### src/rtl/cmp_cond_pkg.sv
package cmp_cond_pkg;

    typedef struct packed {
        logic ovf;
        logic sgn;
        logic zro;
        logic aux;
        logic par;
        logic cry;
    } flags_t;

    // condition groups: selector bits [3:1]; selector bit 0 inverts
    typedef enum logic [2:0] {
        GRP_OVF  = 3'd0,
        GRP_CRY  = 3'd1,
        GRP_ZRO  = 3'd2,
        GRP_BEQ  = 3'd3,
        GRP_SGN  = 3'd4,
        GRP_PAR  = 3'd5,
        GRP_LT   = 3'd6,
        GRP_LE   = 3'd7
    } cond_grp_e;

endpackage

### src/rtl/cmp_flag_gen.sv
module cmp_flag_gen
    import cmp_cond_pkg::*;
#(
    parameter int DATA_W = 16,
    parameter int PAR_W  = 8,
    parameter int NIB_W  = 4
) (
    input  logic [DATA_W-1:0] opnd_a,
    input  logic [DATA_W-1:0] opnd_b,
    output flags_t            flags
);
    localparam int MSB = DATA_W - 1;

    logic [DATA_W:0] diff_ext;
    logic [NIB_W:0]  nib_diff;

    always_comb begin
        diff_ext  = {1'b0, opnd_a} - {1'b0, opnd_b};
        nib_diff  = {1'b0, opnd_a[NIB_W-1:0]} - {1'b0, opnd_b[NIB_W-1:0]};
        flags.cry = diff_ext[DATA_W];
        flags.zro = (diff_ext[MSB:0] == '0);
        flags.sgn = diff_ext[MSB];
        flags.aux = nib_diff[NIB_W];
        flags.ovf = (opnd_a[MSB] ^ opnd_b[MSB]) & (diff_ext[MSB] ^ opnd_a[MSB]);
        flags.par = ~^diff_ext[PAR_W-1:0];
    end

endmodule

### src/rtl/cmp_cond_eval.sv
module cmp_cond_eval
    import cmp_cond_pkg::*;
#(
    parameter int SEL_W = 4
) (
    input  flags_t           flags,
    input  logic [SEL_W-1:0] cond_sel,
    output logic             pred
);
    cond_grp_e grp;
    logic      base;

    always_comb begin
        grp  = cond_grp_e'(cond_sel[SEL_W-1:1]);
        base = 1'b0;
        unique case (grp)
            GRP_OVF: base = flags.ovf;
            GRP_CRY: base = flags.cry;
            GRP_ZRO: base = flags.zro;
            GRP_BEQ: base = flags.cry | flags.zro;
            GRP_SGN: base = flags.sgn;
            GRP_PAR: base = flags.par;
            GRP_LT:  base = flags.sgn ^ flags.ovf;
            GRP_LE:  base = (flags.sgn ^ flags.ovf) | flags.zro;
            default: base = 1'b0;
        endcase
        pred = base ^ cond_sel[0];
    end

endmodule

### src/rtl/cmp_cond_top.sv
module cmp_cond_top
    import cmp_cond_pkg::*;
#(
    parameter int DATA_W = 16,
    parameter int PAR_W  = 8,
    parameter int NIB_W  = 4,
    parameter int SEL_W  = 4,
    parameter int SET_W  = 8
) (
    input  logic              clk,
    input  logic              rst_n,
    input  logic              cmp_en,
    input  logic [DATA_W-1:0] opnd_a,
    input  logic [DATA_W-1:0] opnd_b,
    input  logic [SEL_W-1:0]  cond_sel,
    output logic              flag_zero,
    output logic              flag_sign,
    output logic              flag_carry,
    output logic              flag_aux,
    output logic              flag_ovf,
    output logic              flag_par,
    output logic [SET_W-1:0]  set_byte,
    output logic              taken
);
    localparam int MSB = DATA_W - 1;

    flags_t next_flags;
    flags_t held_flags;
    logic   pred;

    cmp_flag_gen #(
        .DATA_W(DATA_W),
        .PAR_W (PAR_W),
        .NIB_W (NIB_W)
    ) u_flag_gen (
        .opnd_a(opnd_a),
        .opnd_b(opnd_b),
        .flags (next_flags)
    );

    always_ff @(posedge clk or negedge rst_n) begin
        if (!rst_n) begin
            held_flags <= '0;
        end else if (cmp_en) begin
            held_flags <= next_flags;
        end
    end

    cmp_cond_eval #(
        .SEL_W(SEL_W)
    ) u_cond_eval (
        .flags   (held_flags),
        .cond_sel(cond_sel),
        .pred    (pred)
    );

    genvar gi;
    generate
        for (gi = 0; gi < SET_W; gi++) begin : g_set
            assign set_byte[gi] = pred;
        end
    endgenerate

    always_comb begin
        taken      = pred;
        flag_zero  = held_flags.zro;
        flag_sign  = held_flags.sgn;
        flag_carry = held_flags.cry;
        flag_aux   = held_flags.aux;
        flag_ovf   = held_flags.ovf;
        flag_par   = held_flags.par;
    end

    // flags hold when no compare is issued
    a_r1_hold: assert property (@(posedge clk) disable iff (!rst_n)
        !cmp_en |=> $stable({flag_zero, flag_sign, flag_carry, flag_aux, flag_ovf, flag_par}));

    // equal operands give zero set and no borrow
    a_r2_equal_zero: assert property (@(posedge clk) disable iff (!rst_n)
        (cmp_en && opnd_a == opnd_b) |=> (flag_zero && !flag_carry));

    // same-signed operands can never overflow
    a_r3_no_overflow: assert property (@(posedge clk) disable iff (!rst_n)
        (cmp_en && (opnd_a[MSB] == opnd_b[MSB])) |=> !flag_ovf);

    // byte is all ones with taken, all zeros without
    a_r9_byte_form: assert property (@(posedge clk) disable iff (!rst_n)
        taken ? (set_byte == '1) : (set_byte == '0));

    // reset leaves every flag clear
    a_r10_reset_clear: assert property (@(posedge clk)
        !rst_n |-> !(flag_zero | flag_sign | flag_carry | flag_aux | flag_ovf | flag_par));

endmodule

### config.mk
export PLATFORM = sky130hd
export DESIGN_NAME = cmp_cond_top
export DESIGN_NICKNAME = d
export VERILOG_FILES = /design/src/rtl/cmp_cond_pkg.sv /design/src/rtl/cmp_flag_gen.sv /design/src/rtl/cmp_cond_eval.sv /design/src/rtl/cmp_cond_top.sv
export SDC_FILE = /design/constraint.sdc
export NUM_CORES = 1
export LEC_CHECK = 0
export CORE_UTILIZATION = 45
export DETAILED_ROUTE_END_ITERATION = 16
export PLACE_DENSITY = 0.82
export SYNTH_ARGS = -nofsm -noshare
export SYNTH_HDL_FRONTEND = slang
export SYNTH_SLANG_ARGS = --single-unit
export TNS_END_PERCENT = 50
### constraint.sdc
create_clock -name clk -period 2 [get_ports clk]
set_input_delay 0.3 -clock clk [delete_from_list [all_inputs] [get_ports clk]]
set_output_delay 0.3 -clock clk [all_outputs]
set_load 0.01 [all_outputs]
After elaboration in Yosys (flattened, before gate mapping)
Cells that the tools add are included.
{ "op_classes": {"addsub": 2, "n_eq_ne": 7, "mux": 1, "bitwise": 7, "n_reduce_logical": 3} }
{ "ops": {"columns": ["cell", "n"], "rows": [
  ["16-bit by 16-bit subtractor with 17-bit output", 1],
  ["16-bit logical NOT", 1],
  ["3-bit equality test, second input constant", 4],
  ["1-bit one-hot mux with 8 select lines", 1],
  ["8-bit XNOR reduction", 1],
  ["3-bit by 2-bit equality test with 1-bit output, second input constant", 2],
  ["4-bit by 4-bit subtractor with 5-bit output", 1],
  ["1-bit XOR", 4],
  ["3-bit by 1-bit equality test with 1-bit output, second input constant", 1],
  ["3-bit logical NOT", 1],
  ["1-bit bitwise OR", 2],
  ["1-bit bitwise AND", 1]
]} }
{ "word_totals": {"regBits": 6, "input_bits": 39, "output_inout_bits": 15, "elab_cells": 26} }

Depth between registers and ports, before layout
{ "depth": {"ltp_word": 4, "ltp_mapped": 15, "depth_no_buf": 15} }

Modules after synthesis
From an unflattened synthesis, not the netlist that was laid out.
{ "hier_totals": {"cells_unflattened": 170, "hier_area_um2": 1346.3} }
{ "modules_own_cells": {"columns": ["mod", "n_inst", "cells_each", "area_each_um2", "seq_area_each_um2"], "rows": [
  ["cmp_flag_gen", 1, 137, 955.9, 0.0],
  ["cmp_cond_top", 1, 21, 311.5, 150.1],
  ["cmp_cond_eval", 1, 12, 78.8, 0.0]
]} }

Worst setup path after synthesis
Ideal clock, no wire load.
{ "synth_timing": {"path_kind": "input to register", "start": "in opnd_b[2]", "end": "reg held_flags (netlist bit flag_zero)", "setup_time_ns": 0.092, "t_arrival_ns": 2.586, "required_time_ns": 1.908, "setup_slack_ns": -0.678, "path_stages": 14, "path_buffers": 0, "path_cell_list": "inv_1 > ha_1 > nor2b_1 > o31a_1 > or2_2 > a21oi_1 > xor2_1 > ha_1 > nand3_1 > nor3_2 > nand4b_1 > nor4_2 > nand4_1 > o31ai_2"} }
{ "synth_between": {"elab_chain_len": 2} }
{ "synth_lines": {"columns": ["item", "line_no", "text"], "rows": [
  ["from (decl)", "cmp_cond_top.sv:14", "input logic [DATA_W-1:0] opnd_b,"],
  ["16-bit by 16-bit subtractor with 17-bit output", "cmp_flag_gen.sv:18", "diff_ext = {1'b0, opnd_a} - {1'b0, opnd_b};"],
  ["16-bit logical NOT", "cmp_flag_gen.sv:21", "flags.zro = (diff_ext[MSB:0] == '0);"],
  ["to (signal assigned)", "cmp_cond_top.sv:45", "held_flags <= next_flags;"],
  ["to (decl)", "cmp_cond_top.sv:28", "flags_t held_flags;"]
]} }
Every way passes these cells.
A chain may end at the register's enable or synchronous reset.

Worst setup path after layout
{ "layout_timing": {"start": "in opnd_b[0]", "end": "reg held_flags (netlist bit flag_zero)"} }
The elaborated chain is that of the path after synthesis.

==> impl_metrics.py <==
metrics = {
    "clocking": {
        "ctsHoldBuffers": 0,
        "path_clk_slew_ns": 0.06,
        "cts_sinks": 6,
        "clk_latency_ns": 0.26,
        "cts_tree": "done",
        "cts_buffers": 3,
        "cts_max_level": 1,
        "clock_path_buffers": 2,
        "cts-root-buf": "clkbuf_4",
    },
    "status": {
        "violations": "negative setup slack",
        "status": "finished, violations left",
    },
    "global_route": {
        "grt_max_degree": 9,
        "antenna_found_initial": 0,
        "grt_overflow": 0,
        "grtUsageTotal": 0.289,
        "grt_pass1_vias": 1774,
        "grt_pass1_wl_mm": 7.65,
    },
    "critical_path": {
        "crit_type": "input pin to register",
        "crit_fanout": 2,
        "end_kind": "register",
        "crit_chain": "buf_2 -> ha_4 -> fa_2 -> nor2b_4 -> o31a_1 -> or2_4 -> a21oi_4 -> xor2_2 -> ha_2 -> nand3_2 -> nor3_2 -> nand4b_1 -> nor4_2 -> nand4_1 -> o31ai_2",
        "slowest_stage": "or2_4",
        "max_stage_delay_ns": 0.26,
        "regToRegSetupSlack_ns": 1.11,
        "worstPathArrival_ns": 2.68,
        "start_kind": "input pin",
        "crit_required_ns": 2.17,
    },
    "floorplan": {
        "die_area_mm2": 0.00341,
        "ios": 54,
        "num_rows": 20,
        "fp.dieW_um": 58.4,
        "core_mm2": 0.00303,
        "start_util": 0.472,
        "die_y_um": 58.4,
    },
    "detailed_routing": {
        "firstDrtPassIters": 4,
        "drt_iter0_markers": 91,
        "vias_per_cell": 5.70,
        "drc": 0,
        "drt_wl_total_mm": 6.23,
        "wl_per_cell_um": 18.9,
        "vias": 1875,
        "ant_nets": 0,
    },
    "final_layout": {
        "final_net_count": 348,
        "stdcell_count": 329,
        "num_antenna_cells": 0,
        "drive_gt1_frac": 0.537,
        "syn_to_final_growth_pct": 97.2,
        "fin_util": 0.931,
    },
    "yosys": {
        "synth_flop_cell": "dfrtp_1",
        "syn_inst": 177,
        "synth_seq_cells": 6,
        "synth_warnings": 0,
        "synth_cell_type_count": 50,
        "synth_area_mm2": 0.00143,
        "synth_fp_nets": 238,
        "synth-edff-count": 0,
        "synthArstFlopShare": 1.00,
        "syn_avg_cell_area_um2": 8.08,
        "ys_seq_area_frac": 0.105,
    },
    "run": {
        "maxCapViolations": 0,
    },
    "placed_design": {
        "dp.final_hpwl_mm": 3.22,
        "port_buffers": 53,
        "dp_cells": 312,
        "place_congestion": 0.883,
        "preCtsSetupSlack_ns": -1.09,
    },
    "power_and_ir_drop": {
        "p_leak_uw": 0.00138,
        "power_density_mw_per_mm2": 521,
        "vdd_drop_max_v": 0.000435,
    },
    "sta": {
        "finalCriticalPeriod_ns": 2.51,
        "setup_viol": 14,
        "final_hold_viol_count": 0,
        "rsz0062_at_grt": "yes",
        "maxSlewHeadroom": 0.717,
        "skew_ns": 0,
        "setup_ws_ns": -0.510,
        "finalMaxSlewViolations": 0,
        "finalCritPeriodShare": 1.25,
        "worst_pin_slew_ns": 0.420,
        "max_freq_ghz": 0.398,
    },
    "worst_hold_path": {
        "min_path_type": "input pin to async pin",
    },
}
-- per-stage QoR --
step	setup TNS [ns]	power, uW	hold slack (ns)	instance area (um^2)
2_1_floorplan	-0.975	684	0.00441	1460
5_1_grt	-3.83	1550	0.309	2820
3_3_place_gp	-10.95	1030	0.492	2330
6_report	-2.34	1470	0.291	2820
3_5_place_dp	-12.01	1050	0.502	2330
4_1_cts	-2.38	1260	0.303	2500
-- sequential cells by signal (all words and copies together) (netlist names) --
name and count:
flag_ovf 1, flag_carry 1, flag_par 1, flag_aux 1, flag_sign 1, flag_zero 1
-- cell families (layout without fill, tap and decap cells) --
kind of cell	Yosys count	in the layout	share of synthesized area
AO/OA/AOI/OAI	50	50	0.264
XOR/XNOR	12	13	0.0735
adder cells (fa/ha/maj)	22	22	0.198
buffers and inverters	32	139	0.107
flip-flops	6	6	0.105
multiplexers	7	7	0.0525
AND/OR/NAND/NOR	48	48	0.200
-- cells in the final DEF (no fill, tap or decap), drive strengths merged, types with 4 or more instances in the layout --
| master | count |
|---|---|
| o21ai | 5 |
| xnor2 | 8 |
| ha | 21 |
| nor2b | 4 |
| a21oi | 11 |
| nand2b | 5 |
| inv | 22 |
| o21a | 10 |
| xor2 | 5 |
| nor2 | 8 |
| nand2 | 11 |
| clkbuf | 7 |
| clkdlybuf4s50 | 18 |
| nor3 | 6 |
| mux2 | 4 |
| dlymetal6s2s | 14 |
| buf | 75 |
| dfrtp | 6 |
-- worst paths after layout --
check	endpoint	startpoint	cells past startpoint
max	flag_zero	opnd_b[0]	15
max reg2reg	flag_ovf	flag_ovf	2
min reg2reg	flag_aux	flag_aux	1
max in group asynchronous	flag_sign	rst_n	1
min in group clk	flag_aux	flag_aux	1
min	flag_aux	rst_n	1
-- final cells by class --
cell class,instances,area (um^2)
multi-input cells,140,1500
repair buffers,114,1000
fillers,102,208
flip-flops and latches,6,150
inverters,22,90.1
well taps,44,55.1
clock buffers,3,22.5
-- what timing repair did --
action	CTS	global route
buffers inserted	4	9
gates resized for setup	85	78
gates cloned	1	0
pin swaps	27	39
endpoints found under the setup margin	14	14
-- cells in the mapped netlist (2+ instances only) --
cell	number	area share
o211ai_1	3	0.016
a31oi_1	3	0.013
o21bai_1	2	0.010
o21a_1	10	0.052
nand2b_1	4	0.017
nor2b_1	4	0.017
o41ai_2	2	0.023
xnor2_1	7	0.043
nand3_1	2	0.0070
nor2_1	8	0.021
xor2_1	5	0.031
o31a_1	2	0.012
ha_1	21	0.18
mux2i_1	3	0.021
buf_4	8	0.042
a21oi_1	10	0.035
mux2_2	4	0.031
and3_1	2	0.0087
inv_1	21	0.055
or2_2	3	0.013
nor3_1	5	0.017
nand2_1	11	0.029
o21ai_0	5	0.017
dfrtp_1	6	0.10
-- power by group --
group	total, uW	leakage [uW]	internal (uW)	switching (uW)
Clock	125	0.0000138	68.8	56.6
Sequential	167	0.0000725	149	18.5
Combinational	1180	0.00130	657	521
Total	1470	0.00138	874	596
-- critical path, delay by kind of cell --
family / cells / cell delay [ns]
AND/OR/NAND/NOR: 7 / 0.89
AO/OA/AOI/OAI: 3 / 0.62
adder cells (fa/ha/maj): 3 / 0.57
XOR/XNOR: 1 / 0.18
buffers and inverters: 1 / 0.12
-- layer usage --
layer  part of all wire  GRT usage  up-vias
met3              0.049     0.0440       43
met4              0.061      0.156        0
met2               0.53      0.535      105
met5                  0          0        -
li1                   -          -      848
met1               0.36      0.314      879
Note: power is estimated with default switching activity, not from simulation.
